**config.mk**
```make
export PLATFORM = sky130hd
export DESIGN_NAME = reorder_ring
export DESIGN_NICKNAME = d
export VERILOG_FILES = /design/src/rtl/rob_pkg.sv /design/src/rtl/rob_commit_scan.sv /design/src/rtl/rob_younger.sv /design/src/rtl/reorder_ring.sv
export SDC_FILE = /design/constraint.sdc
export NUM_CORES = 1
export LEC_CHECK = 0
export BUFFER_PORTS_ARGS = -buffer_cell sky130_fd_sc_hd__buf_2
export CAP_MARGIN = 20
export CORE_MARGIN = 5
export CORE_UTILIZATION = 35
export CTS_CLUSTER_SIZE = 16
export DETAILED_ROUTE_END_ITERATION = 10
export SYNTH_ARGS = -nofsm -noshare
export SYNTH_HDL_FRONTEND = slang
export SYNTH_SLANG_ARGS = --single-unit
```
**constraint.sdc**
```tcl
create_clock -name clk -period 4 [get_ports clk]
set_input_delay 0.4 -clock clk [delete_from_list [all_inputs] [get_ports clk]]
set_output_delay 0.4 -clock clk [all_outputs]
set_load 0.05 [all_outputs]
```
**src/rtl/rob_pkg.sv**
```systemverilog
package rob_pkg;
    typedef enum logic [1:0] {
        SL_EMPTY     = 2'd0,
        SL_ISSUED    = 2'd1,
        SL_DONE      = 2'd2,
        SL_DONE_SPEC = 2'd3
    } slot_st_e;
endpackage

```
**src/rtl/rob_commit_scan.sv**
```systemverilog
// Walks the oldest RET_W slots and marks the run that may leave this cycle.
module rob_commit_scan #(
    parameter int DEPTH = 8,
    parameter int RET_W = 2,
    parameter int IDX_W = $clog2(DEPTH)
) (
    input  logic [IDX_W-1:0]  head_idx,
    input  rob_pkg::slot_st_e st   [DEPTH],
    input  logic              exc  [DEPTH],
    input  logic              keep [DEPTH],
    output logic [RET_W-1:0]  take,
    output logic              fault
);
    logic             blocked;
    logic [IDX_W-1:0] sidx;

    always_comb begin
        take    = '0;
        fault   = 1'b0;
        blocked = 1'b0;
        sidx    = '0;
        for (int k = 0; k < RET_W; k++) begin
            sidx = head_idx + IDX_W'(k);
            if (!blocked) begin
                if (st[sidx] == rob_pkg::SL_DONE) begin
                    if (!exc[sidx]) begin
                        take[k] = 1'b1;
                    end else begin
                        take[k] = keep[sidx];
                        fault   = 1'b1;
                        blocked = 1'b1;
                    end
                end else begin
                    blocked = 1'b1;
                end
            end
        end
    end

    // the run that leaves is contiguous from the oldest lane
    always_comb begin
        assert_take_contig_R5: assert (((RET_W'(take + 1'b1)) & take) == '0);
    end
endmodule

```
**src/rtl/rob_younger.sv**
```systemverilog
// One comparator per slot: is this slot younger than the pivot entry?
module rob_younger #(
    parameter int DEPTH = 8,
    parameter int IDX_W = $clog2(DEPTH)
) (
    input  logic [IDX_W-1:0] head_idx,
    input  logic [IDX_W-1:0] pivot_idx,
    output logic [DEPTH-1:0] younger
);
    logic [IDX_W-1:0] pivot_off;
    assign pivot_off = pivot_idx - head_idx;

    for (genvar g = 0; g < DEPTH; g++) begin : g_age
        logic [IDX_W-1:0] off;
        assign off        = IDX_W'(g) - head_idx;
        assign younger[g] = off > pivot_off;
    end
endmodule

```
**src/rtl/reorder_ring.sv**
```systemverilog
module reorder_ring #(
    parameter int DEPTH  = 8,
    parameter int RET_W  = 2,
    parameter int DEST_W = 5,
    parameter int DATA_W = 16,
    localparam int IDX_W = $clog2(DEPTH)
) (
    input  logic                    clk,
    input  logic                    rst_n,
    input  logic                    alloc_valid,
    input  logic [DEST_W-1:0]       alloc_dest,
    output logic                    alloc_ready,
    output logic [IDX_W-1:0]        alloc_idx,
    input  logic                    done_valid,
    input  logic [IDX_W-1:0]        done_idx,
    input  logic [DATA_W-1:0]       done_data,
    input  logic                    done_spec,
    input  logic                    done_exc,
    input  logic                    done_exc_keep,
    input  logic                    rsv_valid,
    input  logic [IDX_W-1:0]        rsv_idx,
    input  logic                    rsv_wrong,
    output logic [RET_W-1:0]        cmt_valid,
    output logic [RET_W*DEST_W-1:0] cmt_dest,
    output logic [RET_W*DATA_W-1:0] cmt_data,
    output logic                    flush,
    output logic                    flush_exc
);
    import rob_pkg::*;

    localparam int PTR_W = IDX_W + 1;

    typedef struct packed {
        slot_st_e          st;
        logic              exc;
        logic              keep;
        logic [DEST_W-1:0] dest;
        logic [DATA_W-1:0] data;
    } slot_t;

    typedef struct packed {
        slot_t [DEPTH-1:0]        slot;
        logic [PTR_W-1:0]         head;
        logic [PTR_W-1:0]         tail;
        logic [RET_W-1:0]         cv;
        logic [RET_W*DEST_W-1:0]  cd;
        logic [RET_W*DATA_W-1:0]  cdat;
        logic                     fl;
        logic                     fx;
    } ring_t;

    ring_t s_d, s_q;

    slot_st_e          st_arr   [DEPTH];
    logic              exc_arr  [DEPTH];
    logic              keep_arr [DEPTH];
    logic [RET_W-1:0]  take;
    logic              fault;
    logic [DEPTH-1:0]  younger;
    logic [PTR_W-1:0]  count_q;
    logic              full;
    logic              wrong_now;
    logic [IDX_W-1:0]  head_idx;
    logic [IDX_W-1:0]  rsv_off;
    logic [PTR_W-1:0]  ncommit;
    logic [IDX_W-1:0]  lane_idx;

    for (genvar g = 0; g < DEPTH; g++) begin : g_view
        assign st_arr[g]   = s_q.slot[g].st;
        assign exc_arr[g]  = s_q.slot[g].exc;
        assign keep_arr[g] = s_q.slot[g].keep;
    end

    assign head_idx  = s_q.head[IDX_W-1:0];
    assign count_q   = s_q.tail - s_q.head;
    assign full      = count_q == PTR_W'(DEPTH);
    assign wrong_now = rsv_valid && rsv_wrong;
    assign rsv_off   = rsv_idx - head_idx;

    rob_commit_scan #(.DEPTH(DEPTH), .RET_W(RET_W), .IDX_W(IDX_W)) u_scan (
        .head_idx (head_idx),
        .st       (st_arr),
        .exc      (exc_arr),
        .keep     (keep_arr),
        .take     (take),
        .fault    (fault)
    );

    rob_younger #(.DEPTH(DEPTH), .IDX_W(IDX_W)) u_age (
        .head_idx  (head_idx),
        .pivot_idx (rsv_idx),
        .younger   (younger)
    );

    always_comb begin
        s_d      = s_q;
        s_d.cv   = take;
        s_d.fl   = 1'b0;
        s_d.fx   = 1'b0;
        ncommit  = '0;
        lane_idx = '0;

        // commit lanes read the registered slots
        for (int k = 0; k < RET_W; k++) begin
            lane_idx = head_idx + IDX_W'(k);
            s_d.cd[k*DEST_W +: DEST_W]   = s_q.slot[lane_idx].dest;
            s_d.cdat[k*DATA_W +: DATA_W] = s_q.slot[lane_idx].data;
            ncommit = ncommit + PTR_W'(take[k]);
        end

        // out-of-order completion
        if (done_valid && s_q.slot[done_idx].st == SL_ISSUED) begin
            s_d.slot[done_idx].st   = done_spec ? SL_DONE_SPEC : SL_DONE;
            s_d.slot[done_idx].data = done_data;
            s_d.slot[done_idx].exc  = done_exc;
            s_d.slot[done_idx].keep = done_exc_keep;
        end

        // resolution clears the flag of the resolved entry itself
        if (rsv_valid && s_q.slot[rsv_idx].st == SL_DONE_SPEC) begin
            s_d.slot[rsv_idx].st = SL_DONE;
        end

        for (int k = 0; k < RET_W; k++) begin
            lane_idx = head_idx + IDX_W'(k);
            if (take[k]) s_d.slot[lane_idx].st = SL_EMPTY;
        end
        s_d.head = s_q.head + ncommit;

        if (fault) begin
            for (int g = 0; g < DEPTH; g++) s_d.slot[g].st = SL_EMPTY;
            s_d.tail = s_d.head;
            s_d.fl   = 1'b1;
            s_d.fx   = 1'b1;
        end else if (wrong_now) begin
            for (int g = 0; g < DEPTH; g++) begin
                if (younger[g]) s_d.slot[g].st = SL_EMPTY;
            end
            s_d.tail = s_q.head + PTR_W'(rsv_off) + PTR_W'(1);
            s_d.fl   = 1'b1;
        end else if (alloc_valid && !full) begin
            s_d.slot[s_q.tail[IDX_W-1:0]] = '{st: SL_ISSUED, exc: 1'b0, keep: 1'b0,
                                              dest: alloc_dest, data: '0};
            s_d.tail = s_q.tail + PTR_W'(1);
        end
    end

    always_ff @(posedge clk) begin
        if (!rst_n) s_q <= '0;
        else        s_q <= s_d;
    end

    assign alloc_ready = !full && !fault && !wrong_now;
    assign alloc_idx   = s_q.tail[IDX_W-1:0];
    assign cmt_valid   = s_q.cv;
    assign cmt_dest    = s_q.cd;
    assign cmt_data    = s_q.cdat;
    assign flush       = s_q.fl;
    assign flush_exc   = s_q.fx;

    // the ring never holds more than DEPTH entries
    assert_no_overflow_R3: assert property (@(posedge clk) disable iff (!rst_n)
        count_q <= PTR_W'(DEPTH));

    // the head moves by exactly the number of lanes shown
    assert_head_step_R5: assert property (@(posedge clk) disable iff (!rst_n)
        $past(rst_n) |-> (s_q.head - $past(s_q.head)) == PTR_W'($countones(cmt_valid)));

    // after an exception flush nothing is left in the ring
    assert_fault_empties_R8: assert property (@(posedge clk) disable iff (!rst_n)
        flush_exc |-> count_q == '0);

    // a misprediction flush never leaves the ring over-full
    assert_wrong_keeps_room_R7: assert property (@(posedge clk) disable iff (!rst_n)
        (flush && !flush_exc) |-> count_q <= PTR_W'(DEPTH));
endmodule

```
Word level (Yosys, flattened, before mapping). Cells that the tools add are included.

Magnitude comparators: 20. Reductions and logical operators: 16. Equal/unequal tests: 5. Multiplexer cells: 105. Add/sub/neg operators: 16. Bitwise operators: 3.

Operators by type and width (number): $bwmux 200 (8); $mux 200 (5); $demux 25 s3 (8); $mux 23 (17); $bmux 25 s3 (4); $mux 25 (7); $mux 21 (2); $mux 2 (20); $gt 3x3->1 (8); $mux 1 (23); $mux 22 (1); $lt 3x4->1 const B (5); $mux 16 (1); $ge 3x1->1 const B (5); $bmux 1 s3 (4); $bmux 2 s3 (2); $mux 4 (3); $sub 3x3->3 const A (4); $logic_and 1x1->1 (11); $add 4x1->4 const B (2); $ge 4x4->1 const B (2); $not 3->4 (2); $eq 2x2->1 const B (3); $sub 1x3->3 const A (2); 13 further kinds (16).

Input bits: 36. Output and inout bits: 50. Bits in registers: 254. Word-level logic and storage cells: 212.

Logic depth before layout (Yosys ltp).
Depth after elaboration: 19. Mapped depth: 21. Depth with buffers taken out: 15.

Modules after synthesis. Synthesis repeated with hierarchy kept, for this count alone.

Cell total of the unflattened synthesis: 1490. Area, all modules: 14441.4 um^2.

By module, submodules not included: reorder_ring (instances 1, sequential area each 5084.9 um^2, cells an instance 1381, area an instance 13500.4 um^2); rob_commit_scan (instances 1, sequential area each 0.0 um^2, cells an instance 52, area an instance 504.2 um^2); rob_younger (instances 1, sequential area each 0.0 um^2, cells an instance 57, area an instance 436.7 um^2).

Worst setup path before layout. No wires, ideal clock.

Kind: flip-flop to output port. Start: register s_q (netlist bit head_idx[1]). End: output alloc_ready. Arrival time: 3905 ps. Path slack: -305 ps. Data required time: 3600 ps. Buffers on the path: 5. Stages on the path, launching flop included: 13. Cell sequence: dfxtp_1 clkbuf_1 inv_1 ha_1 clkbuf_1 mux4_2 o22ai_1 or4b_4 a21boi_2 buf_6 buf_12 buf_6 nor3_1.

Longest elaborated chain between the ends: 12. Elaborated cells on any way between the ends: 29. Classes of those cells: 2 x add/sub; 3 x eq/ne; 18 x mux; 2 x bitwise; 4 x reduce/logical.

RTL lines: start: declaration (RTL line reorder_ring.sv:52) `ring_t s_d, s_q;`; start signal: assignment (RTL line reorder_ring.sv:149) `if (!rst_n) s_q <= '0;`; start signal: assignment (RTL line reorder_ring.sv:150) `else s_q <= s_d;`; parallel branches: the longest is 10 deep, another holds $add 3x1->3; $logic_and 1x1->1 * (2 in series) (RTL line reorder_ring.sv:153) `assign alloc_ready = !full && !fault && !wrong_now;`; end: declaration (RTL line reorder_ring.sv:12) `output logic alloc_ready,`.

Every way passes the cells marked *. The select of a mux whose other input is x is not followed.

Worst setup path in the final report. Ends and elaborated chain as after synthesis.

==> flow_summary.yaml <==
run_status:
  status: "complete, no violations"
global_routing:
  grt_pass1_wl_um: 67540
  grt.total_usage_pct: 20.64
  grt_max_degree: 62
  overflow: 0
  grt_pass1_vias: 11140
  grt_antenna_before_repair: 3
floorplan:
  die_h_um: 204.5
  start_util_pct: 35.31
  die-area_mm2: 0.04181
  die_w_um: 204.5
  coreArea_mm2: 0.03749
  ios: 86
  std_cell_rows: 71
timing:
  max_freq_mhz: 262.2
  final-hold-violation-count: 0
  slew_headroom_pct: 23.97
  period_minus_slack_ps: 3814
  fin_ws_ps: 185.7
  fin_crit_sh_pct: 95.36
  rsz0062_at_grt: "no"
  hold-worst-slack_ps: 169.5
  setup_violations: 0
  slew_violations: 0
  tightest_slew_ps: 1140
  clock_skew_ps: 12.43
  tns_ps: 0
route:
  antenna_left: 0
  drc: 0
  vias: 11440
  wl_um: 44480
  wl_per_cell_um: 21.76
  first_iter_violations: 1163
  routed_via_density: 5.598
  firstDrtPassIters: 8
synth:
  synth-seq-area-share_pct: 38.41
  synthArstFlopShare_pct: 0
  synth_area_leaders: "dfxtp_1 (38%), mux2i_1 (11%), nand2_1 (8.8%)"
  synth_ff_type: "dfxtp_1"
  synth.most_common_cell: "nand2_1"
  yosysTopAreaCell: "dfxtp_1"
  synth.net_count: 1572
  synth_top_area_share_pct: 38.41
  synth_cell_types: 69
  ys.warnings.count: 0
  synth_area_mm2: 0.01324
  ys_seq_elements: 254
  syn_area_per_cell_um2: 8.808
  synth_common_cells: "nand2_1 (312), dfxtp_1 (254), a21oi_1 (157)"
  netlist_instances: 1503
  synth_edf_count: 0
worst_setup_path:
  crit_fanout: 22
  r2r_slack_ps: 460
  crit_family: "simple AND/OR/NAND/NOR gates"
  required_ps: 3600
  cp-start-kind: "register"
  arrival_ps: 3410
  critical_path_class: "register to output pin"
  end_kind: "output pin"
  cp_num_buf_inv: 2
  max_stage_delay_ps: 570
  path_cells: "ha_1 -> xor2_4 -> buf_4 -> mux4_2 -> mux2i_1 -> or4b_4 -> a21boi_4 -> nor3_2 -> buf_2"
  critPathSlowestCell: "or4b_4"
power_and_ir_drop:
  pwr-share-seq_pct: 46.2
  leakage_nw: 5.444
  p_sw_mw: 1.420
  p_int_mw: 4.232
  power_density_mw_per_mm2: 381.4
  switching_share_pct: 25.12
  p_clk_share_pct: 45.9
  pwr-share-comb_pct: 7.9
  ir_drop_mv: 0.3004
cells_and_area:
  drive_gt1_share_pct: 17.49
  nFillCells: 3763
  fin_nets: 1580
  area_delta_synth_final_pct: 11.96
  fin_cells: 2044
  finish.instance_area_mm2: 0.01482
  multi_input_area_mm2: 0.007253
  layout.area.seq_mm2: 0.005091
clocking:
  hold_buffers: 0
  cts_sinks: 254
  clkLatencyLatePin_ps: 540
  clockRootBuffer: "clkbuf_16"
  clk_pin_slew_worst_paths_ps: 70
  cts_buffers: 28
  cts_tree: "yes"
  htreeDepth: 1
  cts_max_path_buffers: 3
run:
  drv_cap: 0
place:
  preCtsSetupSlack_ps: 416.6
  portBuffers: 85
  hpwl_um: 28590
  place.gp.congestion: 0.8866
  dp.cells: 1992
  placed_cell_area_mm2: 0.01389
min_path:
  hold_class: "input port to register"
registers in the layout (all words and copies together), names as in the netlist:
| signal | count |
|---|---|
| keep_arr | 8 |
| alloc_idx | 3 |
| flush_exc | 1 |
| head_idx | 3 |
| exc_arr | 8 |
| cmt_data | 32 |
| s_q | 186 |
| flush | 1 |
| cmt_dest | 10 |
| cmt_valid | 2 |
metal layers:
layer	part of all wire (%)	GRT usage, %
met1	42	27.61
met4	3.2	7.011
met2	48	34.31
met3	7.1	3.015
met5	0.085	0
worst min-delay path: stages:
cell     delay (ps)
buf_2           150
nand2_1          70
a21oi_1          50
path summary, 6_finish.rpt:
path | from | end | cells past startpoint
hold reg to reg | s_q[82] | s_q[82] | 2
hold / removal | done_data[8] | s_q[162] | 3
setup reg to reg | head_idx[0] | s_q[153] | 13
setup / recovery | head_idx[1] | alloc_ready | 9
power groups by stage:
stage / clock network (mW) / registers (mW) / logic (mW)
floorplan: 0 / 2.65 / 0.314
global placement: 0 / 2.67 / 0.434
CTS: 2.64 / 2.61 / 0.441
finish: 2.60 / 2.61 / 0.444
global route: 2.74 / 2.62 / 0.478
detailed placement: 0 / 2.67 / 0.439
area by class of cell:
type	count	share of cell area, %
Multi-Input combinational cell	1065	48.94
Sequential cell	254	34.35
Clock buffer	42	5.707
Timing Repair Buffer	136	5.454
Tap cell	511	4.314
Inverter	26	0.6754
Clock inverter	9	0.5403
Antenna cell	1	0.01688
stage by stage:
step                power, mW  utilization, %
floorplan               2.967               -
global placement        3.099           37.05
detailed placement      3.106           37.05
CTS                     5.695           39.53
global route            5.833           39.53
finish                  5.652           39.53
kinds of logic (layout without fill, tap and decap cells):
kind of cell | Yosys count | after routing | synth area share (%)
other cells | 0 | 1 | 0
mux | 196 | 196 | 19.62
fa+ha+maj | 33 | 33 | 3.289
xor+xnor | 14 | 14 | 1.068
compound gates | 287 | 287 | 13.31
simple gates | 535 | 535 | 17.23
flops | 254 | 254 | 38.41
buf+inv | 184 | 213 | 7.070
cells in the final DEF (no fill, tap or decap), types with 9 or more instances in the layout:
cell         n
dfxtp_1    251
ha_1        29
mux2i_1    141
xnor2_1     10
nor2_1     118
mux4_2      50
a221oi_1     9
nand2_1    312
nand3_1     19
nor2_2      10
a31oi_1     25
buf_4       51
clkbuf_16   30
a22oi_1     21
o21ai_0     17
a21oi_1    157
buf_2       85
nor2b_1      9
nor3_1       9
inv_1       21
what timing repair did:
item	in CTS	in global routing
buffers inserted	0	0
resized for setup	1	0
setup endpoints to repair	1	0
Power figures use the tool's default switching activity.
